==> config.mk <==
export PLATFORM = sky130hd
export DESIGN_NAME = tick_match_timer
export DESIGN_NICKNAME = d
export VERILOG_FILES = /design/src/rtl/tmr_pkg.sv /design/src/rtl/tmr_counter.sv /design/src/rtl/tmr_match.sv /design/src/rtl/tmr_status.sv /design/src/rtl/tmr_wave.sv /design/src/rtl/tick_match_timer.sv
export SDC_FILE = /design/constraint.sdc
export NUM_CORES = 1
export LEC_CHECK = 0
export ABC_AREA = 1
export BUFFER_PORTS_ARGS = -buffer_cell sky130_fd_sc_hd__buf_2
export CORE_UTILIZATION = 40
export CTS_CLUSTER_DIAMETER = 40
export DETAILED_ROUTE_END_ITERATION = 6
export HOLD_SLACK_MARGIN = 0.05
export PLACE_DENSITY_LB_ADDON = 0.12
export SLEW_MARGIN = 40
export SYNTH_ARGS = -nofsm -noshare
export SYNTH_HDL_FRONTEND = slang
export SYNTH_HIERARCHICAL = 1
export SYNTH_SLANG_ARGS = --single-unit
==> constraint.sdc <==
create_clock -name clk -period 7 [get_ports clk]
set_input_delay 0.35 -clock clk [delete_from_list [all_inputs] [get_ports clk]]
set_output_delay 0.35 -clock clk [all_outputs]
set_load 0.05 [all_outputs]
==> src/rtl/tmr_pkg.sv <==
package tmr_pkg;
  localparam int NUM_MATCH = 3;
  localparam int ST_W      = NUM_MATCH + 2;
  localparam int ST_INTV   = 0;
  localparam int ST_OVF    = NUM_MATCH + 1;

  localparam int CTRL_W    = 7;
  localparam int C_DIS     = 0;
  localparam int C_INTV    = 1;
  localparam int C_DOWN    = 2;
  localparam int C_MATCH   = 3;
  localparam int C_RST     = 4;
  localparam int C_WAVE_N  = 5;
  localparam int C_POL     = 6;
  localparam logic [CTRL_W-1:0] CTRL_RESET = 7'h21;

  typedef enum logic [2:0] {
    A_CTRL = 3'd0,
    A_INTV = 3'd1,
    A_M1   = 3'd2,
    A_M2   = 3'd3,
    A_M3   = 3'd4,
    A_IEN  = 3'd5,
    A_STAT = 3'd6,
    A_CNT  = 3'd7
  } reg_addr_e;
endpackage

==> src/rtl/tmr_counter.sv <==
module tmr_counter #(
  parameter int W = 16
) (
  input  logic         clk,
  input  logic         rst_n,
  input  logic         adv,
  input  logic         restart,
  input  logic         down,
  input  logic         intv_mode,
  input  logic [W-1:0] interval,
  output logic [W-1:0] cnt,
  output logic [W-1:0] nxt_cnt,
  output logic         wrap_intv,
  output logic         wrap_ovf
);
  // Returns {wrapped, next_value} for one advance.
  function automatic logic [W:0] step_fn(input logic [W-1:0] c, input logic dn,
                                         input logic im, input logic [W-1:0] iv);
    logic [W:0] r;
    if (im && !dn)      r = (c >= iv) ? {1'b1, {W{1'b0}}} : {1'b0, c + 1'b1};
    else if (im && dn)  r = (c == '0) ? {1'b1, iv} : {1'b0, c - 1'b1};
    else if (!dn)       r = {1'b0, c} + 1'b1;
    else                r = (c == '0) ? {1'b1, {W{1'b1}}} : {1'b0, c - 1'b1};
    return r;
  endfunction

  logic [W:0] step;
  logic [W-1:0] cnt_q;

  always_comb begin
    step      = step_fn(cnt_q, down, intv_mode, interval);
    nxt_cnt   = step[W-1:0];
    wrap_intv = adv && intv_mode && step[W];
    wrap_ovf  = adv && !intv_mode && step[W];
  end

  always_ff @(posedge clk or negedge rst_n) begin
    if (!rst_n)       cnt_q <= '0;
    else if (restart) cnt_q <= '0;
    else if (adv)     cnt_q <= nxt_cnt;
  end

  assign cnt = cnt_q;
endmodule

==> src/rtl/tmr_match.sv <==
module tmr_match #(
  parameter int W = 16,
  parameter int N = 3
) (
  input  logic                adv,
  input  logic                enable,
  input  logic [W-1:0]        nxt_cnt,
  input  logic [N-1:0][W-1:0] match_val,
  output logic [N-1:0]        hit
);
  for (genvar k = 0; k < N; k++) begin : g_cmp
    assign hit[k] = adv && enable && (nxt_cnt == match_val[k]);
  end
endmodule

==> src/rtl/tmr_status.sv <==
module tmr_status #(
  parameter int N = 5
) (
  input  logic         clk,
  input  logic         rst_n,
  input  logic [N-1:0] evt,
  input  logic         clr,
  input  logic [N-1:0] ien,
  output logic [N-1:0] status,
  output logic         irq
);
  logic [N-1:0] st_q;

  always_ff @(posedge clk or negedge rst_n) begin
    if (!rst_n) st_q <= '0;
    else        st_q <= (clr ? '0 : st_q) | evt;
  end

  assign status = st_q;
  assign irq    = |(st_q & ien);
endmodule

==> src/rtl/tmr_wave.sv <==
module tmr_wave (
  input  logic clk,
  input  logic rst_n,
  input  logic set_evt,
  input  logic clr_evt,
  input  logic out_dis,
  input  logic pol,
  output logic wave
);
  logic state_q;

  always_ff @(posedge clk or negedge rst_n) begin
    if (!rst_n)       state_q <= 1'b0;
    else if (set_evt) state_q <= 1'b1;
    else if (clr_evt) state_q <= 1'b0;
  end

  assign wave = !out_dis && (state_q ^ pol);
endmodule

==> src/rtl/tick_match_timer.sv <==
module tick_match_timer
  import tmr_pkg::*;
#(
  parameter int CNT_W = 16
) (
  input  logic             clk,
  input  logic             rst_n,
  input  logic             tick,
  input  logic             wr_en,
  input  logic             rd_en,
  input  logic [2:0]       addr,
  input  logic [CNT_W-1:0] wdata,
  output logic [CNT_W-1:0] rdata,
  output logic             irq,
  output logic             wave
);
  logic [CTRL_W-1:0]                ctrl_q;
  logic [CNT_W-1:0]                 interval_q;
  logic [NUM_MATCH-1:0][CNT_W-1:0]  match_q;
  logic [ST_W-1:0]                  ien_q;
  logic [ST_W-1:0]                  status;
  logic [ST_W-1:0]                  evt;
  logic [NUM_MATCH-1:0]             match_hit;
  logic [CNT_W-1:0]                 cnt, nxt_cnt;
  logic wr_ctrl, restart_req, adv, status_rd, any_evt, wrap_intv, wrap_ovf;

  assign wr_ctrl     = wr_en && (addr == A_CTRL);
  assign restart_req = wr_ctrl && wdata[C_RST];
  assign adv         = tick && !ctrl_q[C_DIS] && !restart_req;
  assign status_rd   = rd_en && (addr == A_STAT);

  always_ff @(posedge clk or negedge rst_n) begin
    if (!rst_n) begin
      ctrl_q     <= CTRL_RESET;
      interval_q <= '0;
      ien_q      <= '0;
    end else if (wr_en) begin
      case (addr)
        A_CTRL: begin
          ctrl_q        <= wdata[CTRL_W-1:0];
          ctrl_q[C_RST] <= 1'b0;
        end
        A_INTV:  interval_q <= wdata;
        A_IEN:   ien_q      <= wdata[ST_W-1:0];
        default: ;
      endcase
    end
  end

  for (genvar k = 0; k < NUM_MATCH; k++) begin : g_mreg
    always_ff @(posedge clk or negedge rst_n) begin
      if (!rst_n) match_q[k] <= '0;
      else if (wr_en && (int'(addr) == int'(A_M1) + k)) match_q[k] <= wdata;
    end
    assign evt[1 + k] = match_hit[k];
  end

  assign evt[ST_INTV] = wrap_intv;
  assign evt[ST_OVF]  = wrap_ovf;
  assign any_evt      = |evt;

  tmr_counter #(.W(CNT_W)) u_cnt (
    .clk(clk), .rst_n(rst_n), .adv(adv), .restart(restart_req),
    .down(ctrl_q[C_DOWN]), .intv_mode(ctrl_q[C_INTV]), .interval(interval_q),
    .cnt(cnt), .nxt_cnt(nxt_cnt), .wrap_intv(wrap_intv), .wrap_ovf(wrap_ovf)
  );

  tmr_match #(.W(CNT_W), .N(NUM_MATCH)) u_match (
    .adv(adv), .enable(ctrl_q[C_MATCH]), .nxt_cnt(nxt_cnt),
    .match_val(match_q), .hit(match_hit)
  );

  tmr_status #(.N(ST_W)) u_stat (
    .clk(clk), .rst_n(rst_n), .evt(evt), .clr(status_rd),
    .ien(ien_q), .status(status), .irq(irq)
  );

  tmr_wave u_wave (
    .clk(clk), .rst_n(rst_n), .set_evt(match_hit[0]),
    .clr_evt(wrap_intv || wrap_ovf), .out_dis(ctrl_q[C_WAVE_N]),
    .pol(ctrl_q[C_POL]), .wave(wave)
  );

  always_comb begin
    rdata = '0;
    case (addr)
      A_CTRL:  rdata = CNT_W'(ctrl_q);
      A_INTV:  rdata = interval_q;
      A_M1:    rdata = match_q[0];
      A_M2:    rdata = match_q[1];
      A_M3:    rdata = match_q[2];
      A_IEN:   rdata = CNT_W'(ien_q);
      A_STAT:  rdata = CNT_W'(status);
      default: rdata = cnt;
    endcase
  end
endmodule

* After elaboration in Yosys (flattened, before gate mapping)
Index checks and enable logic that the tools add are counted.
W data, S select, Z words.
** Storage, ports and cells
- Register bits after elaboration :: 97
- Input port bits :: 24
- Output and inout bits :: 18
- Logic and storage cells :: 73
** Operators by class
- $add $sub $neg :: 3
- $lt $le $gt $ge :: 1
- Equal/unequal tests :: 12
- Muxes and demuxes :: 12
- Bitwise operators :: 3
- Reduce and logical (&&, ||, !) cells :: 33
** Operator list (count)
- $pmux W16 S7 :: 1
- $mux W17 :: 6
- $eq A16 B16 Y1 :: 3
- $mux W16 :: 2
- $logic_and A1 B1 Y1 :: 19
- $eq A3 B3 Y1 const B :: 6
- $add A16 B1 Y17 const B :: 1
- $add A16 B1 Y16 const B :: 1
- $ge A16 B16 Y1 :: 1
- $logic_not A16 Y1 :: 1
- $sub A16 B1 Y16 const B :: 1
- $eq A3 B2 Y1 const B :: 2
- $reduce_and A2 Y1 :: 3
- $and A5 B5 Y5 :: 1
- $logic_not A1 Y1 :: 5
- $mux W5 :: 1
- $or A5 B5 Y5 :: 1
- $reduce_or A5 Y1 :: 1
- $reduce_bool A2 Y1 :: 2
- $eq A3 B1 Y1 const B :: 1
- $logic_not A3 Y1 :: 1
- $mux W1 :: 2
- $logic_or A1 B1 Y1 :: 1
- $xor A1 B1 Y1 :: 1

* Logic depth before layout (Yosys ltp)
- Word-level depth :: 10
- Depth in mapped cells :: 22
- Gate-level depth less buffers :: 22

* By module
The synthesis kept the hierarchy.
** Modules (own cells, without submodules)
- tick_match_timer :: times used 1, cells an instance 468, area each 3752.3 µm², sequential area each 1879.3 µm²
- tmr_counter :: times used 1, cells an instance 489, area each 2738.9 µm², sequential area each 400.4 µm²
- tmr_match :: times used 1, cells an instance 179, area each 782.0 µm², sequential area each 0.0 µm²
- tmr_status :: times used 1, cells an instance 26, area each 222.7 µm², sequential area each 125.1 µm²
- tmr_wave :: times used 1, cells an instance 8, area each 55.1 µm², sequential area each 25.0 µm²

* Worst setup path before layout
OpenSTA, ideal clock, no wires.
- Path kind :: register to register
- Start point :: reg u_cnt.cnt_q[0] (netlist: u_cnt/cnt[0])
- End point :: reg u_stat.st_q[1] (netlist: u_stat/status[1])
- Setup time :: 0.144 ns
- Arrival :: 2.268 ns
- Path slack :: 4.587 ns
- Cell stages (with the launch flop) :: 21
- Clock period less this slack :: 2.413 ns
- Cell sequence :: dfrtp_1 > inv_1 > ha_1 > inv_1 > nand2_1 > nand2_1 > nand2_1 > nand2_1 > nand2_1 > nand2_1 > nand2_1 > nand4_1 > o21ai_0 > nand2_1 > nand2_1 > clkinv_1 > nand2_1 > nor2_1 > nand3_1 > nor2_1 > o21bai_1
** Between the ends
- Word-level cells in the longest chain between the ends :: 8
- Elaborated cells between the ends (all ways) :: 14
** RTL lines
- start, declared :: line tmr_counter.sv:28 : logic [W-1:0] cnt_q;
- start signal, assigned :: line tmr_counter.sv:40 : else if (adv) cnt_q <= nxt_cnt;
- $sub A16 B1 Y16 or $logic_not A16 Y1 (tied branches) :: line tmr_counter.sv:21, tmr_counter.sv:23
- $mux W17 :: line tmr_counter.sv:23 : else r = (c == '0) ? {1'b1, {W{1'b1}}} : {1'b0, c - 1'b1};
- $mux W17 :: line tmr_counter.sv:22 : else if (!dn) r = {1'b0, c} + 1'b1;
- $mux W17 :: line tmr_counter.sv:21 : else if (im && dn) r = (c == '0) ? {1'b1, iv} : {1'b0, c - 1'b1};
- $mux W17 * :: line tmr_counter.sv:20 : if (im && !dn) r = (c >= iv) ? {1'b1, {W{1'b0}}} : {1'b0, c + 1'b1};
- net nxt_cnt[4] :: line tick_match_timer.sv:24 : logic [CNT_W-1:0] cnt, nxt_cnt;
- $eq A16 B16 Y1 * :: line tmr_match.sv:12 : assign hit[k] = adv && enable && (nxt_cnt == match_val[k]);
- $logic_and A1 B1 Y1 * :: line tmr_match.sv:12
- net match_hit[0] :: line tick_match_timer.sv:23 : logic [NUM_MATCH-1:0] match_hit;
- $or A5 B5 Y5 * :: line tmr_status.sv:16 : else st_q <= (clr ? '0 : st_q) | evt;
- end signal, assigned :: line tmr_status.sv:16
- end, declared :: line tmr_status.sv:12 : logic [N-1:0] st_q;
Mark *: on every way through the listed nets, which the timed path passes. The rest lies on a longest branch.
A chain may end at the register's enable or synchronous reset.

* Worst setup path after layout
- Start point :: reg u_cnt.cnt_q[11] (netlist: u_cnt/cnt[11])
- End point :: reg u_stat.st_q[3] (netlist: u_stat/status[3])
** Between the ends
- Word-level cells in the longest chain between the ends :: 8
- Elaborated cells between the ends (all ways) :: 14
** RTL lines (line)
- branches (longest 4 deep; another with $ge A16 B16 Y1)
- $mux W17 * :: tmr_counter.sv:20
- net nxt_cnt[4] :: tick_match_timer.sv:24
- $eq A16 B16 Y1 * :: tmr_match.sv:12
- $logic_and A1 B1 Y1 * :: tmr_match.sv:12
- net match_hit[2] :: tick_match_timer.sv:23
- $or A5 B5 Y5 * :: tmr_status.sv:16
Mark *: on every way through the listed nets, which the timed path passes.

==> results.md <==
* Reg2Reg Launch Point: u_cnt/cnt[11]
* Clock sink total at 97
* Fin. max-slew vios at 0
* CTS Buf Count at 9
* Clk pin slew, worst setup/hold paths at 0.08 ns
* Slew at the pin with the worst max-slew slack at between 0.7 and 0.8 ns
* Peak supply drop at about 140 uV
* First-pass DRT Iterations at 5
* Largest net degree at the start of global routing at 53
* Routability cong. at 0.972
* Syn_area_per_cell at approximately 6.5 um^2
* Post-CTS Setup Inserts at 0
* Power per Cell Area at 366 nW/um^2
* Status: completed
* Layout area overhead at 7.32%
* First-pass GRT wire length at 40900 um
* Overall power at 2.97 mW
* Setup CP Type: flip-flop to flip-flop
* DR WL/cell at 18.1 um
* Row cnt at 49
* Area contributors post-synth: dfrtp_1 31%, nand2_1 20%, nand3_1 7.9%
* CP cell instances: ha_1, nand2_1, inv_1, nand3_1, nor3_1, nand2_1, nand4_1, o21ai_0, xnor2_1, nand2_1, nor2_1, nand3_1, nor2_1, o21bai_1
* # resized after CTS at 0
* Fin util at 44.5%
* Gr ovfl total at 0
* Detailed-placement wirelength estimate at 19900 um
* Met1 GRT Util at 39.3%
* Sum Neg Setup Slack at 0 ns
* Initial antenna violation count at 0
* Drt drc at 0
* # port buffers at just over 40
* Critical Path Fanout Max at 12
* Detailed Route WL at 25700 um
* Worst Hold Class: input pin to flip-flop
* Fill count at a little under 2000
* DR vias at 7633
* Leak at 4.20 nW
* YS warnings at 6
* GRT Total Usage at between 20% and 30%
* DRT antenna net count at 0
* H-Tree Level Count at 3
* CTS tree: built
* CP max stage delay at ~0.54 ns
* Final Setup Violations at 0
* Crit path capture type: flip-flop
* Syn Nets at 1213
* Maximum clock path buffer count at 2
* Num ports at 42
* Worst-skew pair later-pin latency at about 0.35 ns
* Fin crit share at ~48%
* Initial Utilization at around two fifths
* Commonest non-fill, non-tap cell in the layout: nand2_1
* GR peak layer: met2
* Critical Path AT at roughly 3.6 ns
* Antenna diodes at 0
* Post-synth top area share at 31.5%
* Die W at 139 um
* Slowest CP cell: dfrtp_1
* Max Cap Viol at 0
* Final min period at 3.34 ns
* Syn Std Cell Area at 7550 um^2
* Most frequent cells in the layout: 410 x nand2_1, 119 x nand3_1, 119 x inv_1, 107 x nor2_1, 95 x dfrtp_1
* Post-CTS Hold Fix Bufs at 1
* Final nets at about 1200
* CP Launch Point: u_cnt/cnt[11]
* GR Util met2 at a little over two fifths
* Post-route insts no fill at 1415
* Worst setup SP type: flip-flop
* Yosys reg bits at 97
* Fmax at 0.299 GHz
* GR Util met3 at 4.16%
* Chip height at 139 um
* Fin. Hold Viols at 0
* Fraction of registers with async set/reset at 100%
* Main synth FF type: dfrtp_1
* Placeable Area at 18200 um^2
* Worst path most repeated cell: nand2_1
* Vias in the first global route at 7125
* Hold_sp: wdata[13]
* Number of synthesized flops with an enable pin at 0
* Max_slew headroom at 48.0%
* Fraction of layout cells with a size suffix above 1 at 10.8%
* Die area at 19400 um^2
* Register area share after synthesis at 32.2%
* Cell taking the most area after synthesis: dfrtp_1
* Root buf cell: clkbuf_16
* DR iter-0 viols at roughly 780
* DP Area at 7810 um^2
* Synth Instances at 1170
* Vias/cell at around 5.4
* Worst EP required at 7.27 ns
* Final Instance Area at 8100 um^2
* RSZ-0062 raised after global routing: no
* Layout Skew at 0.0166 ns
* Cell count after placement at 1398
* Yosys cell types at around 40
per-stage QoR:
step / hold WS (ns) / setup slack, ns
4_1_cts: 0.299 / 3.66
2_1_floorplan: 0.0544 / 4.59
5_1_grt: 0.317 / 3.29
3_5_place_dp: 0.406 / 3.69
3_3_place_gp: 0.411 / 3.65
6_report: 0.296 / 3.66
worst max-delay path: cells and delay by family, from the launching register on:
family	cells	cell delay (ns)
simple gates	9	1.51
flops	1	0.54
compound gates	2	0.40
xor+xnor	1	0.38
fa+ha+maj	1	0.37
buf+inv	1	0.06
kinds of logic after synthesis:
family | Yosys count | synth area share [%]
adder cells (fa/ha/maj) | 19 | 3.15
buffers and inverters | 186 | 10.6
AND/OR/NAND/NOR | 713 | 41.3
XOR/XNOR | 16 | 1.86
AO/OA/AOI/OAI | 139 | 10.9
flip-flops | 97 | 32.2
registers in the layout, summed over array words and instances, names as in the netlist:
name	count
ctrl_q	6
ien_q	5
interval_q	16
match_q	48
u_cnt/cnt	16
u_stat/status	5
u_wave/state_q	1
layer usage:
layer / vias to the layer above / part of all wire, %
met2: 280 / 45
met4: 0 / 1.9
met3: 30 / 6.5
met1: 3535 / 47
met5: - / 0
li1: 3788 / -
area by class of cell:
class | count | area [um^2] | share of cell area [%]
multi-input cells | 887 | 4330 | 53.4
flip-flops and latches | 97 | 2430 | 30.0
inverters | 141 | 534 | 6.59
well taps | 229 | 287 | 3.54
repair buffers | 45 | 240 | 2.96
clock buffers | 10 | 239 | 2.95
clock inverters | 6 | 48.8 | 0.602
final timing paths:
| path | to | slack [ns] | cells past startpoint |
|---|---|---|---|
| worst min register to register | ctrl_q[0] | 0.50 | 2 |
| min in group asynchronous | match_q[28] | 0.56 | 2 |
| max in group asynchronous | match_q[36] | 5.32 | 3 |
| worst min-delay path | match_q[45] | 0.30 | 3 |
| worst max register to register | u_stat/status[3] | 3.66 | 14 |
| worst max-delay path | u_stat/status[3] | 3.66 | 14 |
power by group:
group	internal (mW)	total [mW]	switching (mW)
Combinational	0.481	1.54	1.06
Clock	0.256	0.492	0.236
Sequential	0.687	0.937	0.250
Yosys cell counts, types with 8 or more instances:
library cell  number
nor2_1           108
o21ai_0           72
o211ai_1           9
nand2_1          410
nand4_1           36
o21bai_1           8
nand3_1          119
buf_2             16
inv_2             14
a21oi_1           13
clkbuf_1          10
dfrtp_1           95
inv_1            119
xnor2_1            9
buf_4              8
o21ai_1           10
ha_1              19
o21ai_2           16
Note: power is estimated with default switching activity, not from simulation.
